### src/rtl/nic_pkg.sv
package nic_pkg;
  typedef logic [1:0] priv_t;
  localparam priv_t PRIV_KERNEL = 2'd0;
  localparam priv_t PRIV_USER   = 2'd3;
  // bytes per vector slot and per instruction
  localparam int unsigned SLOT_BYTES = 4;
endpackage

### src/rtl/nic_pending.sv
module nic_pending #(
  parameter int unsigned NLVL = 32,
  parameter int unsigned LW   = $clog2(NLVL)
) (
  input  logic            clk_i,
  input  logic            rst_ni,
  input  logic [NLVL-1:0] irq_i,
  input  logic            clr_vld_i,
  input  logic [LW-1:0]   clr_idx_i,
  output logic [NLVL-1:0] pend_o
);
  logic [NLVL-1:0] irq_q;
  logic [NLVL-1:0] pend_q;
  logic [NLVL-1:0] rise_w;
  logic [NLVL-1:0] clr_w;

  assign rise_w = irq_i & ~irq_q;

  for (genvar g = 0; g < NLVL; g++) begin : g_clr
    assign clr_w[g] = clr_vld_i && (clr_idx_i == LW'(g));
  end

  always_ff @(posedge clk_i or negedge rst_ni) begin
    if (!rst_ni) begin
      irq_q  <= '0;
      pend_q <= '0;
    end else begin
      irq_q  <= irq_i;
      pend_q <= (pend_q & ~clr_w) | rise_w;
    end
  end

  assign pend_o = pend_q;
endmodule

### src/rtl/nic_select.sv
module nic_select #(
  parameter int unsigned NLVL = 32,
  parameter int unsigned LW   = $clog2(NLVL)
) (
  input  logic [NLVL-1:0] pend_i,
  input  logic            top_vld_i,
  input  logic [LW-1:0]   top_lvl_i,
  output logic            hit_o,
  output logic [LW-1:0]   lvl_o
);
  logic [NLVL-1:0] allow_w;
  logic [NLVL-1:0] elig_w;

  function automatic logic [LW-1:0] first_set(input logic [NLVL-1:0] v);
    logic [LW-1:0] idx;
    idx = '0;
    for (int i = NLVL - 1; i >= 0; i--) begin
      if (v[i]) idx = LW'(i);
    end
    return idx;
  endfunction

  for (genvar g = 0; g < NLVL; g++) begin : g_mask
    assign allow_w[g] = !top_vld_i || (LW'(g) < top_lvl_i);
  end

  assign elig_w = pend_i & allow_w;
  assign hit_o  = |elig_w;
  assign lvl_o  = first_set(elig_w);
endmodule

### src/rtl/nic_stack.sv
module nic_stack
  import nic_pkg::*;
#(
  parameter int unsigned DEPTH = 4,
  parameter int unsigned LW    = 5,
  parameter int unsigned DW    = $clog2(DEPTH + 1)
) (
  input  logic          clk_i,
  input  logic          rst_ni,
  input  logic          push_i,
  input  logic [LW-1:0] push_lvl_i,
  input  priv_t         push_mode_i,
  input  logic          pop_i,
  output logic [DW-1:0] depth_o,
  output logic [LW-1:0] top_lvl_o,
  output priv_t         top_mode_o,
  output logic          empty_o,
  output logic          full_o
);
  localparam int unsigned IW = $clog2(DEPTH);

  logic [LW-1:0] lvl_q  [DEPTH];
  priv_t         mode_q [DEPTH];
  logic [DW-1:0] depth_q;
  logic [IW-1:0] top_idx_w;

  assign empty_o   = (depth_q == '0);
  assign full_o    = (depth_q == DW'(DEPTH));
  assign top_idx_w = IW'(depth_q - 1'b1);

  always_ff @(posedge clk_i or negedge rst_ni) begin
    if (!rst_ni) begin
      depth_q <= '0;
      for (int s = 0; s < DEPTH; s++) begin
        lvl_q[s]  <= '0;
        mode_q[s] <= PRIV_KERNEL;
      end
    end else begin
      for (int s = 0; s < DEPTH; s++) begin
        if (push_i && depth_q == DW'(s)) begin
          lvl_q[s]  <= push_lvl_i;
          mode_q[s] <= push_mode_i;
        end
      end
      if (push_i)     depth_q <= depth_q + 1'b1;
      else if (pop_i) depth_q <= depth_q - 1'b1;
    end
  end

  assign depth_o    = depth_q;
  assign top_lvl_o  = empty_o ? '0 : lvl_q[top_idx_w];
  assign top_mode_o = empty_o ? PRIV_KERNEL : mode_q[top_idx_w];
endmodule

### src/rtl/nest_irq_ctrl.sv
module nest_irq_ctrl
  import nic_pkg::*;
#(
  parameter int unsigned NLVL  = 32,
  parameter int unsigned AW    = 32,
  parameter int unsigned DEPTH = 4,
  parameter int unsigned LW    = $clog2(NLVL),
  parameter int unsigned DW    = $clog2(DEPTH + 1)
) (
  input  logic            clk_i,
  input  logic            rst_ni,
  input  logic [NLVL-1:0] irq_i,
  input  logic [AW-1:0]   vbase_i,
  input  logic [AW-1:0]   pc_i,
  input  logic [1:0]      mode_i,
  input  logic            take_i,
  input  logic            eoi_i,
  output logic            req_o,
  output logic [LW-1:0]   lvl_o,
  output logic [AW-1:0]   vec_o,
  output logic [AW-1:0]   ret_pc_o,
  output logic [DW-1:0]   depth_o,
  output logic [LW-1:0]   isr_lvl_o,
  output logic [1:0]      restore_mode_o,
  output logic            eoi_err_o
);
  function automatic logic [AW-1:0] vec_addr(input logic [AW-1:0] base,
                                             input logic [LW-1:0] lvl);
    return base + AW'(lvl) * AW'(SLOT_BYTES);
  endfunction

  function automatic logic [AW-1:0] next_pc(input logic [AW-1:0] pc);
    return pc + AW'(SLOT_BYTES);
  endfunction

  logic [NLVL-1:0] pend_w;
  logic            hit_w;
  logic [LW-1:0]   sel_lvl_w;
  logic            stk_empty_w;
  logic            stk_full_w;
  logic [LW-1:0]   top_lvl_w;
  priv_t           top_mode_w;
  logic            push_w;
  logic            pop_w;
  logic            eoi_bad_w;
  logic            err_q;

  nic_pending #(.NLVL(NLVL), .LW(LW)) pend_i (
    .clk_i     (clk_i),
    .rst_ni    (rst_ni),
    .irq_i     (irq_i),
    .clr_vld_i (push_w),
    .clr_idx_i (sel_lvl_w),
    .pend_o    (pend_w)
  );

  nic_select #(.NLVL(NLVL), .LW(LW)) sel_i (
    .pend_i    (pend_w),
    .top_vld_i (!stk_empty_w),
    .top_lvl_i (top_lvl_w),
    .hit_o     (hit_w),
    .lvl_o     (sel_lvl_w)
  );

  nic_stack #(.DEPTH(DEPTH), .LW(LW), .DW(DW)) stk_i (
    .clk_i       (clk_i),
    .rst_ni      (rst_ni),
    .push_i      (push_w),
    .push_lvl_i  (sel_lvl_w),
    .push_mode_i (mode_i),
    .pop_i       (pop_w),
    .depth_o     (depth_o),
    .top_lvl_o   (top_lvl_w),
    .top_mode_o  (top_mode_w),
    .empty_o     (stk_empty_w),
    .full_o      (stk_full_w)
  );

  assign req_o     = hit_w && !stk_full_w;
  assign push_w    = take_i && req_o && !eoi_i;
  assign pop_w     = eoi_i && !stk_empty_w;
  assign eoi_bad_w = eoi_i && stk_empty_w;

  always_ff @(posedge clk_i or negedge rst_ni) begin
    if (!rst_ni) err_q <= 1'b0;
    else         err_q <= err_q | eoi_bad_w;
  end

  assign lvl_o          = sel_lvl_w;
  assign vec_o          = vec_addr(vbase_i, sel_lvl_w);
  assign ret_pc_o       = next_pc(pc_i);
  assign isr_lvl_o      = top_lvl_w;
  assign restore_mode_o = top_mode_w;
  assign eoi_err_o      = err_q;
endmodule

### config.mk
export PLATFORM = sky130hd
export DESIGN_NAME = nest_irq_ctrl
export DESIGN_NICKNAME = d
export VERILOG_FILES = /design/src/rtl/nic_pkg.sv /design/src/rtl/nic_pending.sv /design/src/rtl/nic_select.sv /design/src/rtl/nic_stack.sv /design/src/rtl/nest_irq_ctrl.sv
export SDC_FILE = /design/constraint.sdc
export NUM_CORES = 1
export LEC_CHECK = 0
export BUFFER_PORTS_ARGS = -buffer_cell sky130_fd_sc_hd__buf_2
export CAP_MARGIN = 10
export CORE_UTILIZATION = 53
export DETAILED_ROUTE_END_ITERATION = 10
export PLACE_DENSITY = 0.89
export SYNTH_ARGS = -nofsm -noshare
export SYNTH_HDL_FRONTEND = slang
export SYNTH_SLANG_ARGS = --single-unit
export TNS_END_PERCENT = 50
### constraint.sdc
create_clock -name clk_i -period 6.15 [get_ports clk_i]
set_input_delay 0.615 -clock clk_i [delete_from_list [all_inputs] [get_ports clk_i]]
set_output_delay 0.615 -clock clk_i [all_outputs]
set_load 0.03 [all_outputs]
==> results of run 1 <==
-- per-layer routing --
layer	share of wire [%]	wire [um]
met2	48	8925
met3	8.9	1654
met1	39	7205
met5	0	0
met4	4.6	850
-- cells in the mapped netlist, types with 5 or more instances --
cell | count | area [um2]
nor2_1 | 34 | 127.6
o21ai_1 | 10 | 50.05
buf_6 | 9 | 101.4
xor2_1 | 16 | 140.1
mux4_2 | 7 | 157.7
nor2b_1 | 32 | 200.2
o31ai_1 | 5 | 37.54
nand4_1 | 12 | 75.07
inv_1 | 23 | 86.33
o22ai_1 | 5 | 31.28
dfrtp_1 | 96 | 2402
and3_1 | 15 | 93.84
o211ai_1 | 5 | 37.54
a41oi_1 | 16 | 140.1
xnor2_1 | 41 | 359.1
mux2_2 | 7 | 78.83
and2_1 | 14 | 87.58
and4_1 | 6 | 52.55
o21ai_0 | 17 | 85.08
nand3_1 | 27 | 135.1
a21oi_1 | 28 | 140.1
buf_4 | 5 | 37.54
nand2_1 | 45 | 168.9
mux2_4 | 22 | 330.3
nor3_1 | 11 | 55.05
a31oi_1 | 5 | 31.28
clkbuf_1 | 9 | 33.78
a21o_1 | 6 | 45.04
nand2b_1 | 25 | 156.4
ha_1 | 12 | 150.1
-- how the worst min path moves through the flow --
stage	from	to	slack, ps
floorplan	rst_ni	eoi_err_o$_DFF_PN0_	320
global placement	pend_i.irq_q[29]$_DFF_PN0_	pend_i.pend_o[29]$_DFF_PN0_	410
detailed placement	pend_i.irq_q[29]$_DFF_PN0_	pend_i.pend_o[29]$_DFF_PN0_	430
CTS	rst_ni	stk_i.lvl_q[14]$_DFFE_PN0P_	240
global route	rst_ni	stk_i.mode_q[7]$_DFFE_PN0P_	260
finish	rst_ni	stk_i.lvl_q[14]$_DFFE_PN0P_	230
-- logic make-up (layout without fill, tap and decap cells) --
family,Yosys count,in the layout,share of synthesized area (%)
AO/OA/AOI/OAI,145,145,16.75
XOR/XNOR,57,57,7.917
adder cells (fa/ha/maj),13,13,2.698
buffers and inverters,52,251,4.544
flip-flops,96,96,38.10
multiplexers,37,37,9.147
AND/OR/NAND/NOR,240,240,20.85
-- worst max-delay path: stages (launching register included) --
cell	delay (ps)
dfrtp_1	420
inv_1	130
ha_4	340
buf_4	170
mux2_4	320
or3_1	440
a31o_2	310
a222oi_1	420
o22ai_1	180
a221oi_2	400
nand2_1	190
clkinv_1	100
ha_1	190
a21oi_1	130
o21bai_1	160
a21o_1	190
nand3_1	130
nor2_2	200
and2_4	190
nand4_1	120
xnor2_1	150
buf_2	210
-- timing repair --
action,in CTS,in global routing
setup endpoints to repair,16,20
pin swaps,0,4
gates resized for setup,4,18
setup buffers,13,6
-- layout by cell type (no fill, tap or decap), drive strengths merged, types with 4 or more instances in the layout --
cell type	count
o21a	4
ha	12
and4	6
a22oi	5
o31ai	6
nand2b	25
a21oi	28
a211o	4
or2	4
xor2	16
a211oi	5
nor2b	32
o211ai	5
nor3	12
mux4	7
nor2	34
mux2	29
nand4	12
xnor2	41
nand3	27
a31oi	5
a41oi	19
dfrtp	96
and2	14
inv	25
nand2	45
o22ai	5
and3	17
buf	211
o21ai	27
a21o	6
clkbuf	9
-- metrics by stage --
| stage | std cells | cell area, um2 |
|---|---|---|
| detailed placement | 947 | 7326 |
| CTS | 976 | 7781 |
| floorplan | 640 | 6335 |
| global route | 982 | 7885 |
| finish | 982 | 7885 |
| global placement | 947 | 7326 |
-- area by class of cell --
| class | count | share of cell area, % |
|---|---|---|
| inverter | 24 | 1.142 |
| timing repair buffer | 211 | 14.82 |
| clock inverter | 7 | 1.301 |
| clock buffer | 9 | 2.856 |
| multi-input combinational | 492 | 47.14 |
| tap | 143 | 2.269 |
| sequential | 96 | 30.47 |
-- power groups by stage --
| stage | combinational, mW | sequential [mW] | clock (mW) |
|---|---|---|---|
| final | 3.53 | 0.834 | 0.615 |
| after global routing | 3.73 | 0.843 | 0.646 |
| after CTS | 3.29 | 0.829 | 0.622 |
| after detailed placement | 3.18 | 0.828 | 0 |
| after global placement | 3.15 | 0.824 | 0 |
| after floorplan | 2.29 | 0.829 | 0 |
-- registers in the layout, indices dropped and copies added, names as in the netlist --
signal / flops
eoi_err_o: 1
pend_i.pend_o: 32
stk_i.lvl_q: 20
stk_i.mode_q: 8
stk_i.depth_o: 3
pend_i.irq_q: 32
==> run_results.csv, run 1 <==
group,metric,value,unit
outcome,status,"finished with violations",
outcome,violations,"design-rule violations",
power,power.density_cell_area,631.5,nW/um2
detailed_routing,finalWirelength,18640,um
die,start_util,54.76,%
sta,skew,9.912,ps
placement,gp_congestion,1.003,
power,power,4.980,mW
grt,grt_max_degree,59,
worst_setup_path,criticalPathCategory,"register to output port",
grt,use_met3,6.506,%
clocking,cts_tree,"built",
sta,hold_violations,0,
cells_and_area,drive_above_1_share,35.52,%
die,row_count,39,
cells_and_area,diodes,0,
synthesis,netlist_instances,640,
synthesis,synth_ff_type,"dfrtp_1",
sta,slew_viol_final,0,
sta,fmax,0.1649,GHz
sta,tightest_slew,1259,ps
power,pwr-share-clk,12.3,%
synthesis,synth_edf_count,0,
sta,relSlewSlack,15.45,%
worst_setup_path,worst_setup_path_end_kind,"output port",
flow_run,maxCapViolations,0,
placement,place_ws,204.7,ps
clocking,cts_buffers,9,
detailed_routing,via_per_inst,6.165,
worst_hold_path,hold_class,"input pin to async pin",
die,fp.coreArea,11520,um2
die,die_height,111.1,um
worst_setup_path,required,5530,ps
detailed_routing,drc_errors,28,
clocking,cts_root_buffer,"clkbuf_16",
clocking,cts_max_level,3,
worst_setup_path,cp_max_fo,7,
power,p_sw_share,51.98,%
clocking,holdBufCountCts,0,
worst_setup_path,endpoint,"vec_o[31]",
synthesis,synth_nets,755,
die,io_pins,183,
grt,grtUsageMet1,36.38,%
worst_setup_path,cp.arrival,5450,ps
worst_setup_path,reg2reg_depth,15,
worst_setup_path,r2r_slack,1660,ps
detailed_routing,first_pass_iters,9,
clocking,clkLatencyLatePin,350,ps
power,pwr-share-comb,70.9,%
cells_and_area,fin_util,68.47,%
synthesis,syn_avg_cell_area,9.853,um2
grt,grt_pass1_vias,5878,
cells_and_area,finalNetCount,949,
placement,place.detailed.hpwl,13320,um
synthesis,synth_seq_cells,96,
detailed_routing,num_vias,6054,
die,die_area,12340,um2
detailed_routing,detail_route.wl_per_cell,18.98,um
sta,fin_hold_ws,227.8,ps
power,power_leakage,3.611,nW
placement,portBuffers,174,
sta,period_minus_slack,6065,ps
power,p_int,2.391,mW
clocking,clockBufferDepth,2,
cells_and_area,seqCellArea,2402,um2
worst_setup_path,crit_path_start,"stk_i.depth_o[1]$_DFFE_PN0P_",
synthesis,synth_area,6306,um2
sta,worst_slack,84.79,ps
worst_setup_path,critPathLaunchType,"register",
power,power_switching,2.588,mW
clocking,clock-sinks,96,
detailed_routing,route.antenna.remaining_nets,0,
sta,fin_setup_tns,0,ps
synthesis,yosysSeqAreaShare,38.10,%
synthesis,ys_types,76,
grt,grt_antenna_before_repair,0,
power,pwr-share-seq,16.7,%
sta,setup_viol,0,
worst_setup_path,timing.rr.start,"stk_i.depth_o[1]$_DFFE_PN0P_",
clocking,path_clk_slew,70,ps
worst_setup_path,r2r-end,"pend_i.pend_o[20]$_DFF_PN0_",
cells_and_area,multi_input_area,3717,um2
power,ir_drop,0.0006647,V
grt,overflow,0,
die,die_x,111.1,um
grt,grt_busiest_layer,"met2",
detailed_routing,drt-initial-drc-count,606,
synthesis,async_flop_share,100.0,%
cells_and_area,syn2layout_area_growth,25.04,%
synthesis,ys_warn_count,0,
grt,grt_util_met2,50.65,%
grt,grt_pass1_wl,29290,um
cells_and_area,fill_cells,916,
grt,grt.total_usage,30.16,%
sta,post-route-period-util,98.62,%
Power figures use the tool's default switching activity.
==> run 2, diff against run 1 <==
--- a/config.mk
+++ b/config.mk
@@ -7,9 +7,9 @@
 export LEC_CHECK = 0
 export BUFFER_PORTS_ARGS = -buffer_cell sky130_fd_sc_hd__buf_2
 export CAP_MARGIN = 10
-export CORE_UTILIZATION = 53
+export CORE_UTILIZATION = 57
 export DETAILED_ROUTE_END_ITERATION = 10
-export PLACE_DENSITY = 0.89
+export PLACE_DENSITY = 0.87
 export SYNTH_ARGS = -nofsm -noshare
 export SYNTH_HDL_FRONTEND = slang
 export SYNTH_SLANG_ARGS = --single-unit
==> constraint.sdc (replaced) <==
create_clock -name clk_i -period 7.4 [get_ports clk_i]
set_input_delay 0.74 -clock clk_i [delete_from_list [all_inputs] [get_ports clk_i]]
set_output_delay 0.74 -clock clk_i [all_outputs]
set_load 0.03 [all_outputs]
==> run 2 against run 1 <==
  * The run now ends clean
  * Wire length decreased by 5.6%
  * Highest routed layer unchanged
  * Sequential power decreased by 18%
  * Final cell count decreased by 3.1%
  * Non-clock buffer count decreased by 27
  * Critical endpoint is now vec_o[30]
==> run_results.csv, run 2 (synthesis results as in run 1) <==
group,metric,value,unit
sta,slew_viol_final,0,
detailed_routing,drt-initial-drc-count,388,
detailed_routing,route.antenna.remaining_nets,0,
clocking,holdBufCountCts,0,
clocking,cts_tree,"built",
cells_and_area,drive_above_1_share,31.03,%
worst_hold_path,hold_class,"input pin to async pin",
power,ir_drop,0.0006514,V
die,row_count,38,
worst_setup_path,cp_common_cell,"nor2_1",
cells_and_area,diodes,0,
power,power_leakage,3.383,nW
detailed_routing,met3WireLength,1384,um
detailed_routing,drt-met1-wl,7093,um
cells_and_area,fill_cells,845,
grt,overflow,0,
sta,post-route-period-util,93.85,%
grt,grt_pass1_vias,5663,
detailed_routing,drc_errors,0,
cells_and_area,most-common-layout-cells,"173 x buf_2, 96 x dfrtp_1, 45 x nand2_1",
sta,grt_setup_unrepaired,"no",
sta,skew,14.77,ps
sta,relSlewSlack,32.78,%
clocking,clkLatencyLatePin,370,ps
die,die_area,11490,um2
cells_and_area,layout_commonest_cell,"buf_2",
clocking,clockBufferDepth,2,
die,io_pins,183,
detailed_routing,met2_length,8500,um
cells_and_area,instances_no_fill,952,
grt,grt.total_usage,31.89,%
detailed_routing,num_vias,5674,
worst_setup_path,worst_setup_path_end_kind,"output port",
worst_setup_path,cp.arrival,6200,ps
worst_setup_path,cp_slowest_cell,"ha_1",
sta,fmax,0.1440,GHz
outcome,status,"completed",
cells_and_area,fin_util,68.58,%
detailed_routing,detail_route.wl_per_cell,18.48,um
sta,hold_violations,0,
placement,dp_cells,935,
sta,fin_setup_tns,0,ps
power,power,3.659,mW
placement,portBuffers,174,
die,fp.coreArea,10790,um2
flow_run,maxCapViolations,0,
clocking,cts_root_buffer,"clkbuf_8",
detailed_routing,first_pass_iters,5,
worst_setup_path,criticalPathCategory,"register to output port",
grt,grt_antenna_before_repair,0,
power,power.density_cell_area,494.3,nW/um2
worst_setup_path,cp_max_fo,18,
worst_setup_path,critPathLaunchType,"register",
worst_setup_path,max_stage_delay,610,ps
placement,gp_congestion,0.9034,
grt,grt_max_degree,60,
detailed_routing,finalWirelength,17590,um
die,start_util,58.43,%
clocking,cts_setup_buffers,0,
clocking,clock-sinks,96,
grt,grt_pass1_wl,28110,um
worst_setup_path,crit_chain,"inv_1 -> ha_1 -> mux4_2 -> nor4_4 -> a21oi_1 -> nor2_1 -> nand2_1 -> or4_1 -> o221a_2 -> nor2b_1 -> fa_1 -> a21oi_1 -> nor2_1 -> nor2_1 -> nor2b_1 -> o21ai_0 -> nor3_2 -> and4_1 -> xor2_1 -> buf_2",
sta,period_minus_slack,6945,ps
clocking,cts_buffers,9,
clocking,path_clk_slew,90,ps
worst_setup_path,reg2reg_depth,12,
sta,setup_viol,0,
detailed_routing,top_layer,"met4",
die,die_x,107.2,um
cells_and_area,finalNetCount,922,
worst_setup_path,required,6660,ps
placement,place.detailed.hpwl,13640,um
clocking,cts_max_level,3,
cells_and_area,syn2layout_area_growth,17.38,%
sta,tightest_slew,1001,ps
detailed_routing,via_per_inst,5.960,
die,die_height,107.2,um
run 2: what timing repair did:
item,in CTS,in global routing
setup endpoints to repair,0,3
hold endpoints to repair,0,0
gates resized for setup,0,1
run 2: worst max-delay path: cells and delay by family, from the launching register on:
family,cells,cell delay (ps)
compound gates,4,1130
xor+xnor,1,120
fa+ha+maj,2,1060
buf+inv,2,320
flops,1,440
mux,1,590
simple gates,10,2150
run 2: through the flow:
step | setup WS [ps] | hold slack [ps] | cell area, um2
floorplan | 770.8 | 399.6 | 6306
global placement | 1098 | 404.5 | 7226
detailed placement | 865.9 | 426.6 | 7226
CTS | 410.6 | 333.0 | 7390
global route | 34.32 | 348.7 | 7402
finish | 455.4 | 320.3 | 7402
run 2: layout make-up:
| cell class | instances | area [um2] | area share, % |
|---|---|---|---|
| clock buffers | 10 | 127.6 | 1.724 |
| clock inverters | 6 | 36.28 | 0.4902 |
| inverters | 24 | 90.09 | 1.217 |
| multi-input cells | 492 | 3622 | 48.94 |
| flip-flops and latches | 96 | 2402 | 32.45 |
| well taps | 140 | 175.2 | 2.366 |
| repair buffers | 184 | 948.4 | 12.81 |
run 2: layer usage:
| layer | global-route usage, % | up-vias |
|---|---|---|
| met3 | 7.964 | 50 |
| met4 | 14.38 | 0 |
| met5 | 0 | - |
| met2 | 53.41 | 284 |
| met1 | 38.74 | 2688 |
| li1 | - | 2652 |
run 2: final timing paths:
kind                                               from                     endpoint  slack, ps
setup reg to reg           stk_i.depth_o[1]$_DFFE_PN0P_  pend_i.pend_o[12]$_DFF_PN0_       2810
min in group clk_i           pend_i.irq_q[29]$_DFF_PN0_  pend_i.pend_o[29]$_DFF_PN0_        430
hold / removal                                   rst_ni  stk_i.mode_q[1]$_DFFE_PN0P_        320
max in group asynchronous                        rst_ni   pend_i.pend_o[9]$_DFF_PN0_       5980
hold reg to reg              pend_i.irq_q[29]$_DFF_PN0_  pend_i.pend_o[29]$_DFF_PN0_        430
setup / recovery           stk_i.depth_o[1]$_DFFE_PN0P_                    vec_o[30]        460
run 2: where the power goes:
group | internal [mW] | switching [mW] | total [mW]
logic | 0.892 | 1.78 | 2.67
registers | 0.618 | 0.0686 | 0.686
clock network | 0.121 | 0.182 | 0.303
total | 1.63 | 2.03 | 3.66
